==> src/rtl/tfs_pkg.sv <==
package tfs_pkg;
  localparam int BR_W = 3;

  localparam logic [1:0] A_DATA = 2'd0;
  localparam logic [1:0] A_STAT = 2'd1;
  localparam logic [1:0] A_CFG  = 2'd2;

  localparam int ST_RDY  = 0;
  localparam int ST_TXE  = 1;
  localparam int ST_OVR  = 2;
  localparam int ST_FERR = 3;
  localparam int ST_W    = 4;

  typedef struct packed {
    logic            pha;
    logic            pol;
    logic            ti;
    logic            txo;
    logic [BR_W-1:0] br;
  } cfg_t;

  localparam int CFG_W = $bits(cfg_t);
endpackage

==> src/rtl/tfs_sync.sv <==
module tfs_sync #(
  parameter int N      = 3,
  parameter int STAGES = 2
) (
  input  logic         clk,
  input  logic         rst_n,
  input  logic [N-1:0] d,
  output logic [N-1:0] q
);
  logic [N-1:0] pipe [STAGES];

  for (genvar g = 0; g < STAGES; g++) begin : g_stage
    if (g == 0) begin : g_first
      always_ff @(posedge clk or negedge rst_n) begin
        if (!rst_n) pipe[g] <= '0;
        else        pipe[g] <= d;
      end
    end else begin : g_rest
      always_ff @(posedge clk or negedge rst_n) begin
        if (!rst_n) pipe[g] <= '0;
        else        pipe[g] <= pipe[g-1];
      end
    end
  end

  assign q = pipe[STAGES-1];
endmodule

==> src/rtl/tfs_frame.sv <==
module tfs_frame #(
  parameter int DW = 8
) (
  input  logic          clk,
  input  logic          rst_n,
  input  logic          en,
  input  logic          rise,
  input  logic          fall,
  input  logic          mosi,
  input  logic          fs,
  input  logic [DW-1:0] tx_byte,
  input  logic          tx_full,
  output logic [DW-1:0] rx_word,
  output logic          rx_done,
  output logic          start,
  output logic          ferr_set,
  output logic          drive,
  output logic          miso
);
  localparam int IW = (DW > 1) ? $clog2(DW) : 1;
  localparam int OW = $clog2(DW + 1);

  logic          active, active_n;
  logic [IW-1:0] in_cnt, in_cnt_n;
  logic [OW-1:0] out_cnt, out_cnt_n;
  logic [DW-1:0] rx_sh, rx_sh_n;
  logic [DW-1:0] tx_sh, tx_sh_n;
  logic          miso_q, miso_n;
  logic          last, sample;

  assign last     = (in_cnt == IW'(DW - 1));
  assign sample   = en && fall && active;
  assign start    = en && fall && fs;
  assign ferr_set = start && active && !last;
  assign rx_done  = sample && last;
  assign drive    = en && rise && active && (out_cnt < OW'(DW));
  assign rx_word  = {rx_sh[DW-2:0], mosi};
  assign miso     = miso_q;

  always_comb begin
    active_n  = active;
    in_cnt_n  = in_cnt;
    out_cnt_n = out_cnt;
    rx_sh_n   = rx_sh;
    tx_sh_n   = tx_sh;
    miso_n    = miso_q;
    if (sample) begin
      rx_sh_n  = rx_word;
      in_cnt_n = in_cnt + 1'b1;
      if (last) active_n = 1'b0;
    end
    if (start) begin
      active_n  = 1'b1;
      in_cnt_n  = '0;
      out_cnt_n = '0;
      tx_sh_n   = tx_full ? tx_byte : '0;
    end
    if (drive) begin
      miso_n    = tx_sh[DW-1];
      tx_sh_n   = {tx_sh[DW-2:0], 1'b0};
      out_cnt_n = out_cnt + 1'b1;
    end
    if (!en) active_n = 1'b0;
  end

  always_ff @(posedge clk or negedge rst_n) begin
    if (!rst_n) begin
      active  <= 1'b0;
      in_cnt  <= '0;
      out_cnt <= '0;
      rx_sh   <= '0;
      tx_sh   <= '0;
      miso_q  <= 1'b0;
    end else begin
      active  <= active_n;
      in_cnt  <= in_cnt_n;
      out_cnt <= out_cnt_n;
      rx_sh   <= rx_sh_n;
      tx_sh   <= tx_sh_n;
      miso_q  <= miso_n;
    end
  end
endmodule

==> src/rtl/tfs_release.sv <==
module tfs_release
  import tfs_pkg::*;
(
  input  logic            clk,
  input  logic            rst_n,
  input  logic            en,
  input  logic [BR_W-1:0] br,
  input  logic            drive,
  input  logic            arm,
  input  logic            cancel,
  output logic            oe
);
  localparam int CW = (1 << BR_W) + 1;

  logic          oe_q, oe_n;
  logic          busy, busy_n;
  logic [CW-1:0] cnt, cnt_n;
  logic [CW-1:0] load;

  assign load = (CW'(1) << br) + CW'(5);
  assign oe   = oe_q;

  always_comb begin
    oe_n   = oe_q;
    busy_n = busy;
    cnt_n  = cnt;
    if (cancel) busy_n = 1'b0;
    if (drive)  oe_n   = 1'b1;
    if (arm) begin
      busy_n = 1'b1;
      cnt_n  = load;
    end else if (busy) begin
      if (cnt == CW'(1)) begin
        oe_n   = 1'b0;
        busy_n = 1'b0;
      end else begin
        cnt_n = cnt - 1'b1;
      end
    end
    if (!en) begin
      oe_n   = 1'b0;
      busy_n = 1'b0;
    end
  end

  always_ff @(posedge clk or negedge rst_n) begin
    if (!rst_n) begin
      oe_q <= 1'b0;
      busy <= 1'b0;
      cnt  <= '0;
    end else begin
      oe_q <= oe_n;
      busy <= busy_n;
      if (arm || busy) cnt <= cnt_n;
    end
  end
endmodule

==> src/rtl/tfs_regs.sv <==
module tfs_regs
  import tfs_pkg::*;
#(
  parameter int DW = 8
) (
  input  logic          clk,
  input  logic          rst_n,
  input  logic          bus_wr,
  input  logic          bus_rd,
  input  logic [1:0]    bus_addr,
  input  logic [DW-1:0] bus_wdata,
  output logic [DW-1:0] bus_rdata,
  input  logic          rx_done,
  input  logic [DW-1:0] rx_word,
  input  logic          tx_take,
  input  logic          ferr_set,
  output logic [DW-1:0] tx_byte,
  output logic          tx_full,
  output cfg_t          cfg,
  output logic [ST_W-1:0] stat
);
  logic [DW-1:0] rx_buf, rx_buf_n;
  logic [DW-1:0] tx_buf, tx_buf_n;
  logic          rdy, rdy_n, ovr, ovr_n, ferr, ferr_n, txe, txe_n;
  cfg_t          cfg_q, cfg_n;
  logic          rd_data, wr_data, wr_stat, wr_cfg;

  assign rd_data = bus_rd && (bus_addr == A_DATA);
  assign wr_data = bus_wr && (bus_addr == A_DATA);
  assign wr_stat = bus_wr && (bus_addr == A_STAT);
  assign wr_cfg  = bus_wr && (bus_addr == A_CFG);

  assign stat    = {ferr, ovr, txe, rdy};
  assign cfg     = cfg_q;
  assign tx_byte = tx_buf;
  assign tx_full = !txe;

  always_comb begin
    case (bus_addr)
      A_DATA:  bus_rdata = rx_buf;
      A_STAT:  bus_rdata = DW'(stat);
      A_CFG:   bus_rdata = DW'(cfg_q);
      default: bus_rdata = '0;
    endcase
  end

  always_comb begin
    rx_buf_n = rx_buf;
    tx_buf_n = tx_buf;
    rdy_n    = rdy;
    ovr_n    = ovr;
    ferr_n   = ferr;
    txe_n    = txe;
    cfg_n    = cfg_q;
    if (rd_data) rdy_n = 1'b0;
    if (wr_stat && bus_wdata[ST_OVR])  ovr_n  = 1'b0;
    if (wr_stat && bus_wdata[ST_FERR]) ferr_n = 1'b0;
    if (rx_done && !cfg_q.txo) begin
      if (rdy && !rd_data) begin
        ovr_n = 1'b1;
      end else begin
        rx_buf_n = rx_word;
        rdy_n    = 1'b1;
      end
    end
    if (ferr_set) ferr_n = 1'b1;
    if (tx_take)  txe_n  = 1'b1;
    if (wr_data) begin
      tx_buf_n = bus_wdata;
      txe_n    = 1'b0;
    end
    if (wr_cfg) cfg_n = cfg_t'(bus_wdata[CFG_W-1:0]);
  end

  always_ff @(posedge clk or negedge rst_n) begin
    if (!rst_n) begin
      rx_buf <= '0;
      tx_buf <= '0;
      rdy    <= 1'b0;
      ovr    <= 1'b0;
      ferr   <= 1'b0;
      txe    <= 1'b1;
      cfg_q  <= '{pha: 1'b0, pol: 1'b0, ti: 1'b1, txo: 1'b0, br: '0};
    end else begin
      if (rx_done || rd_data) rx_buf <= rx_buf_n;
      if (wr_data)            tx_buf <= tx_buf_n;
      rdy   <= rdy_n;
      ovr   <= ovr_n;
      ferr  <= ferr_n;
      txe   <= txe_n;
      if (wr_cfg) cfg_q <= cfg_n;
    end
  end
endmodule

==> src/rtl/tfs_slave.sv <==
module tfs_slave
  import tfs_pkg::*;
#(
  parameter int DW          = 8,
  parameter int SYNC_STAGES = 2
) (
  input  logic          clk,
  input  logic          rst_n,
  input  logic          sck_i,
  input  logic          mosi_i,
  input  logic          fsync_i,
  output logic          miso_o,
  output logic          miso_oe_o,
  input  logic          bus_wr,
  input  logic          bus_rd,
  input  logic [1:0]    bus_addr,
  input  logic [DW-1:0] bus_wdata,
  output logic [DW-1:0] bus_rdata
);
  logic [2:0]      sync_q;
  logic            sck_s, mosi_s, fs_s, sck_d;
  logic            rise_w, fall_w;
  logic [DW-1:0]   rx_word_w, tx_byte_w;
  logic            rx_done_w, start_w, ferr_w, drive_w, tx_full_w, arm_w;
  cfg_t            cfg_w;
  logic [ST_W-1:0] stat_w;

  tfs_sync #(.N(3), .STAGES(SYNC_STAGES)) u_sync (
    .clk(clk), .rst_n(rst_n),
    .d({sck_i, mosi_i, fsync_i}),
    .q(sync_q)
  );

  assign {sck_s, mosi_s, fs_s} = sync_q;

  always_ff @(posedge clk or negedge rst_n) begin
    if (!rst_n) sck_d <= 1'b0;
    else        sck_d <= sck_s;
  end

  assign rise_w = sck_s && !sck_d;
  assign fall_w = !sck_s && sck_d;
  assign arm_w  = rx_done_w && !start_w;

  tfs_frame #(.DW(DW)) u_frame (
    .clk(clk), .rst_n(rst_n), .en(cfg_w.ti),
    .rise(rise_w), .fall(fall_w), .mosi(mosi_s), .fs(fs_s),
    .tx_byte(tx_byte_w), .tx_full(tx_full_w),
    .rx_word(rx_word_w), .rx_done(rx_done_w), .start(start_w),
    .ferr_set(ferr_w), .drive(drive_w), .miso(miso_o)
  );

  tfs_release u_rel (
    .clk(clk), .rst_n(rst_n), .en(cfg_w.ti), .br(cfg_w.br),
    .drive(drive_w), .arm(arm_w), .cancel(start_w), .oe(miso_oe_o)
  );

  tfs_regs #(.DW(DW)) u_regs (
    .clk(clk), .rst_n(rst_n),
    .bus_wr(bus_wr), .bus_rd(bus_rd), .bus_addr(bus_addr),
    .bus_wdata(bus_wdata), .bus_rdata(bus_rdata),
    .rx_done(rx_done_w), .rx_word(rx_word_w), .tx_take(start_w),
    .ferr_set(ferr_w), .tx_byte(tx_byte_w), .tx_full(tx_full_w),
    .cfg(cfg_w), .stat(stat_w)
  );
endmodule

==> config.mk <==
export PLATFORM = sky130hd
export DESIGN_NAME = tfs_slave
export DESIGN_NICKNAME = d
export VERILOG_FILES = /design/src/rtl/tfs_pkg.sv /design/src/rtl/tfs_sync.sv /design/src/rtl/tfs_frame.sv /design/src/rtl/tfs_release.sv /design/src/rtl/tfs_regs.sv /design/src/rtl/tfs_slave.sv
export SDC_FILE = /design/constraint.sdc
export NUM_CORES = 1
export LEC_CHECK = 0
export ABC_AREA = 0
export BUFFER_PORTS_ARGS = -buffer_cell sky130_fd_sc_hd__buf_2
export CAP_MARGIN = 20
export CORE_UTILIZATION = 53
export DETAILED_ROUTE_END_ITERATION = 12
export PLACE_DENSITY_LB_ADDON = 0.08
export SLEW_MARGIN = 20
export SYNTH_ARGS = -nofsm -noshare
export SYNTH_HDL_FRONTEND = slang
export SYNTH_SLANG_ARGS = --single-unit
==> constraint.sdc <==
create_clock -name clk -period 1.7 [get_ports clk]
set_input_delay 0.34 -clock clk [delete_from_list [all_inputs] [get_ports clk]]
set_output_delay 0.34 -clock clk [all_outputs]
set_load 0.02 [all_outputs]
==> impl_metrics.env <==
export IMPL_ioPinCount=27
export IMPL_grt_overflow_total=0
export IMPL_cts_max_path_buffers=2
export IMPL_ys_seq_area_share_pct=54.1
export IMPL_syn_nets=309
export IMPL_ys_ff_latch=69
export IMPL_outcome="finished, violations left"
export IMPL_crit_path_start_kind="flip-flop"
export IMPL_num_vias=2351
export IMPL_worstHoldPathType="input port to flip-flop"
export IMPL_coreArea_sq_mm=0.00568
export IMPL_initial_core_util_pct=56.3
export IMPL_ys_types=44
export IMPL_path_class="flip-flop to flip-flop"
export IMPL_holdPathEnd="u_sync.pipe[5]"
export IMPL_vias_per_cell=5.56
export IMPL_r2r_end="u_frame.tx_sh[5]"
export IMPL_path_max_fanout=8
export IMPL_setup_viol_count_final=2
export IMPL_antenna_found_initial=0
export IMPL_violations="negative setup slack"
export IMPL_ys_warn_count=0
export IMPL_power_density_mw_per_mm2=934
export IMPL_post_route_cells_drive_above_1_share_pct=35.6
export IMPL_cp_data_arrival_time_ns=1.97
export IMPL_num_antenna_cells=0
export IMPL_path_clk_slew_ns=0.08
export IMPL_portBuffers=26
export IMPL_die_x_microns=79.7
export IMPL_placed_cell_area_sq_mm=0.00367
export IMPL_ys_flop_type="dfrtp_1"
export IMPL_die_area_sq_mm=0.00635
export IMPL_required_ns=1.94
export IMPL_synth_area_per_cell_sq_um=11.2
export IMPL_drtIter0Drc=107
export IMPL_grt_max_degree=24
export IMPL_track_usage_pct=23.3
export IMPL_htree_levels=3
export IMPL_fmax_ghz=0.580
export IMPL_stdcell_area_sq_mm=0.00396
export IMPL_rr_worst_depth=6
export IMPL_rows=27
export IMPL_drc=0
export IMPL_cts_sinks=69
export IMPL_finalWorstSetupSlack_ns=-0.0242
export IMPL_reg2reg_from="u_regs.cfg[4]"
export IMPL_fin_crit_sh_pct=101
export IMPL_r2r_slack_ns=-0.02
export IMPL_final_cell_mix="dfrtp_1 (64), nand2_1 (47), buf_4 (30), buf_2 (26), mux2_2 (25)"
export IMPL_worst_slew_pin_slew_ns=0.491
export IMPL_cts_root_buffer="clkbuf_8"
export IMPL_dr_pass1_iters=5
export IMPL_final_util_pct=69.7
export IMPL_synth_edf_count=0
export IMPL_async_flop_share_pct=100
export IMPL_dp_hpwl_mm=4.68
export IMPL_worstHoldStart="sck_i"
export IMPL_cts_tree="done"
export IMPL_wl_per_cell_microns=15.5
export IMPL_postRouteAntennaNets=0
export IMPL_hold_depth=1
export IMPL_clkLatencyLatePin_ns=0.34
export IMPL_die_h_microns=79.7
export IMPL_netlist_area_sq_mm=0.00320
export IMPL_max_slew_margin_rel_pct=67.3
export IMPL_nets=369
export IMPL_areaGrowthSynthToFinish_pct=23.7
export IMPL_final_common_cell="dfrtp_1"
export IMPL_p_leak_nw=1.88
export IMPL_vdd_ir_drop_worst_mv=0.648
export IMPL_period_minus_slack_ns=1.72
export IMPL_fill_cells=447
export IMPL_finalHoldViolations=0
export IMPL_cts_made_buffers=9
export IMPL_skew_ns=0.0106
export IMPL_place_gp_congestion=0.850
export IMPL_synthCells=286
export IMPL_end_kind="flip-flop"
export IMPL_wirelength_mm=6.57
export IMPL_cap_violations=0
export IMPL_maxSlewViolCount=0
export IMPL_grt_setup_unrepaired="yes"
export IMPL_grt_pass1_vias=2345
export IMPL_grt_pass1_wl_mm=11.0
[worst max-delay path, cell delays in order (launching register included)]
cell      delay, ns
dfstp_2        0.56
buf_4          0.14
nand4b_1       0.21
buf_12         0.22
nor3b_1        0.22
a21oi_1        0.07
o21ai_0        0.21
[cells in the mapped netlist, drive strengths merged, types with 2 or more instances]
library cell,number,area [sq um]
buf,4,18.8
xnor2,4,35.0
nor2b,3,18.8
dfrtp,67,1680
and4b,2,20.0
nor3,3,31.3
mux2,27,304
nor3b,9,67.6
a21boi,2,15.0
ha,6,75.1
dfstp,2,52.6
inv,4,15.0
a211oi,2,15.0
a311oi,2,17.5
o21ai,19,103
nand3b,4,30.0
nand3,6,30.0
or4b,2,23.8
mux2i,11,110
a21oi,13,65.1
nand4,2,12.5
nor2,14,52.6
and2,2,12.5
nand4b,3,26.3
xor2,3,26.3
nand2,47,176
clkbuf,11,41.3
or3,2,12.5
nor4b,2,30.0
[logic make-up (layout without fill, tap and decap cells)]
logic type               after synthesis  in the layout  share of synthesized area [%]
XOR/XNOR                               7              7                           1.92
adder cells (fa/ha/maj)                6              6                           2.35
AO/OA/AOI/OAI                         42             42                           8.38
buffers and inverters                 19             84                           2.35
AND/OR/NAND/NOR                      105            105                           18.0
multiplexers                          38             38                           13.0
flip-flops                            69             69                           54.1
[what timing repair did]
action | 4_1_cts | 5_1_grt
endpoints found under the hold margin | 14 | 0
cloned | 0 | 1
gates resized for setup | 0 | 11
hold buffers | 1 | 0
endpoints found under the setup margin | 1 | 13
pin swaps | 0 | 3
buffers inserted | 0 | 4
[report_power, final]
| part | internal [mW] | leakage, nW | switching, mW |
|---|---|---|---|
| Clock | 0.569 | 0.0857 | 0.611 |
| Sequential | 1.85 | 0.897 | 0.161 |
| Combinational | 0.260 | 0.898 | 0.239 |
[flip-flops by register name, indices dropped and copies added (netlist names)]
signal	flops
u_rel.oe	1
u_frame.active	1
u_regs.txe	1
u_frame.out_cnt	4
u_regs.ovr	1
u_sync.q	3
sck_d	1
u_rel.cnt	9
u_regs.cfg	7
u_frame.rx_sh	7
u_regs.ferr	1
u_sync.pipe	3
u_regs.rdy	1
u_frame.tx_sh	8
u_regs.rx_buf	8
u_frame.in_cnt	3
u_rel.busy	1
u_regs.tx_byte	8
u_frame.miso	1
[worst max path at each step]
stage / startpoint / endpoint / cells past startpoint
after floorplan: u_regs.cfg[4] / u_regs.rx_buf[0] / 5
after global placement: u_rel.cnt[1] / u_rel.cnt[1] / 6
after detailed placement: u_rel.cnt[1] / u_rel.cnt[1] / 6
after CTS: u_rel.cnt[1] / u_rel.cnt[1] / 6
after global routing: u_regs.cfg[4] / u_frame.tx_sh[5] / 6
final: u_regs.cfg[4] / u_frame.tx_sh[5] / 6
[routing by layer]
metal / share of wire [%] / vias to the layer above / track usage (%) / wire, microns
met5: 0 / - / 0 / 0
met4: 0.93 / 0 / 9.82 / 61
met3: 3.9 / 8 / 4.46 / 256
met2: 49 / 43 / 37.4 / 3220
met1: 46 / 1179 / 30.9 / 3030
li1: - / 1121 / - / -
[cell type report]
type,count,area [sq um],share of cell area (%)
inverters,4,15.0,0.380
multi-input cells,198,1450,36.6
clock buffers,11,141,3.57
repair buffers,64,493,12.5
clock inverters,5,33.8,0.854
well taps,72,90.1,2.28
flip-flops and latches,69,1730,43.8
[through the flow]
step	instances	setup WS [ns]	hold WS, ns	TNS (ns)	total power [mW]
after floorplan	286	-0.0203	0.0444	-0.161	2.31
after global placement	401	0.0257	0.328	0	2.48
after detailed placement	401	0.0000874	0.329	0	2.50
after CTS	418	-0.0239	0.0845	-0.0239	3.69
after global routing	423	-0.110	0.0828	-0.331	3.89
final	423	-0.0242	0.103	-0.0420	3.69
No activity file was read; power rests on OpenSTA's default activity.
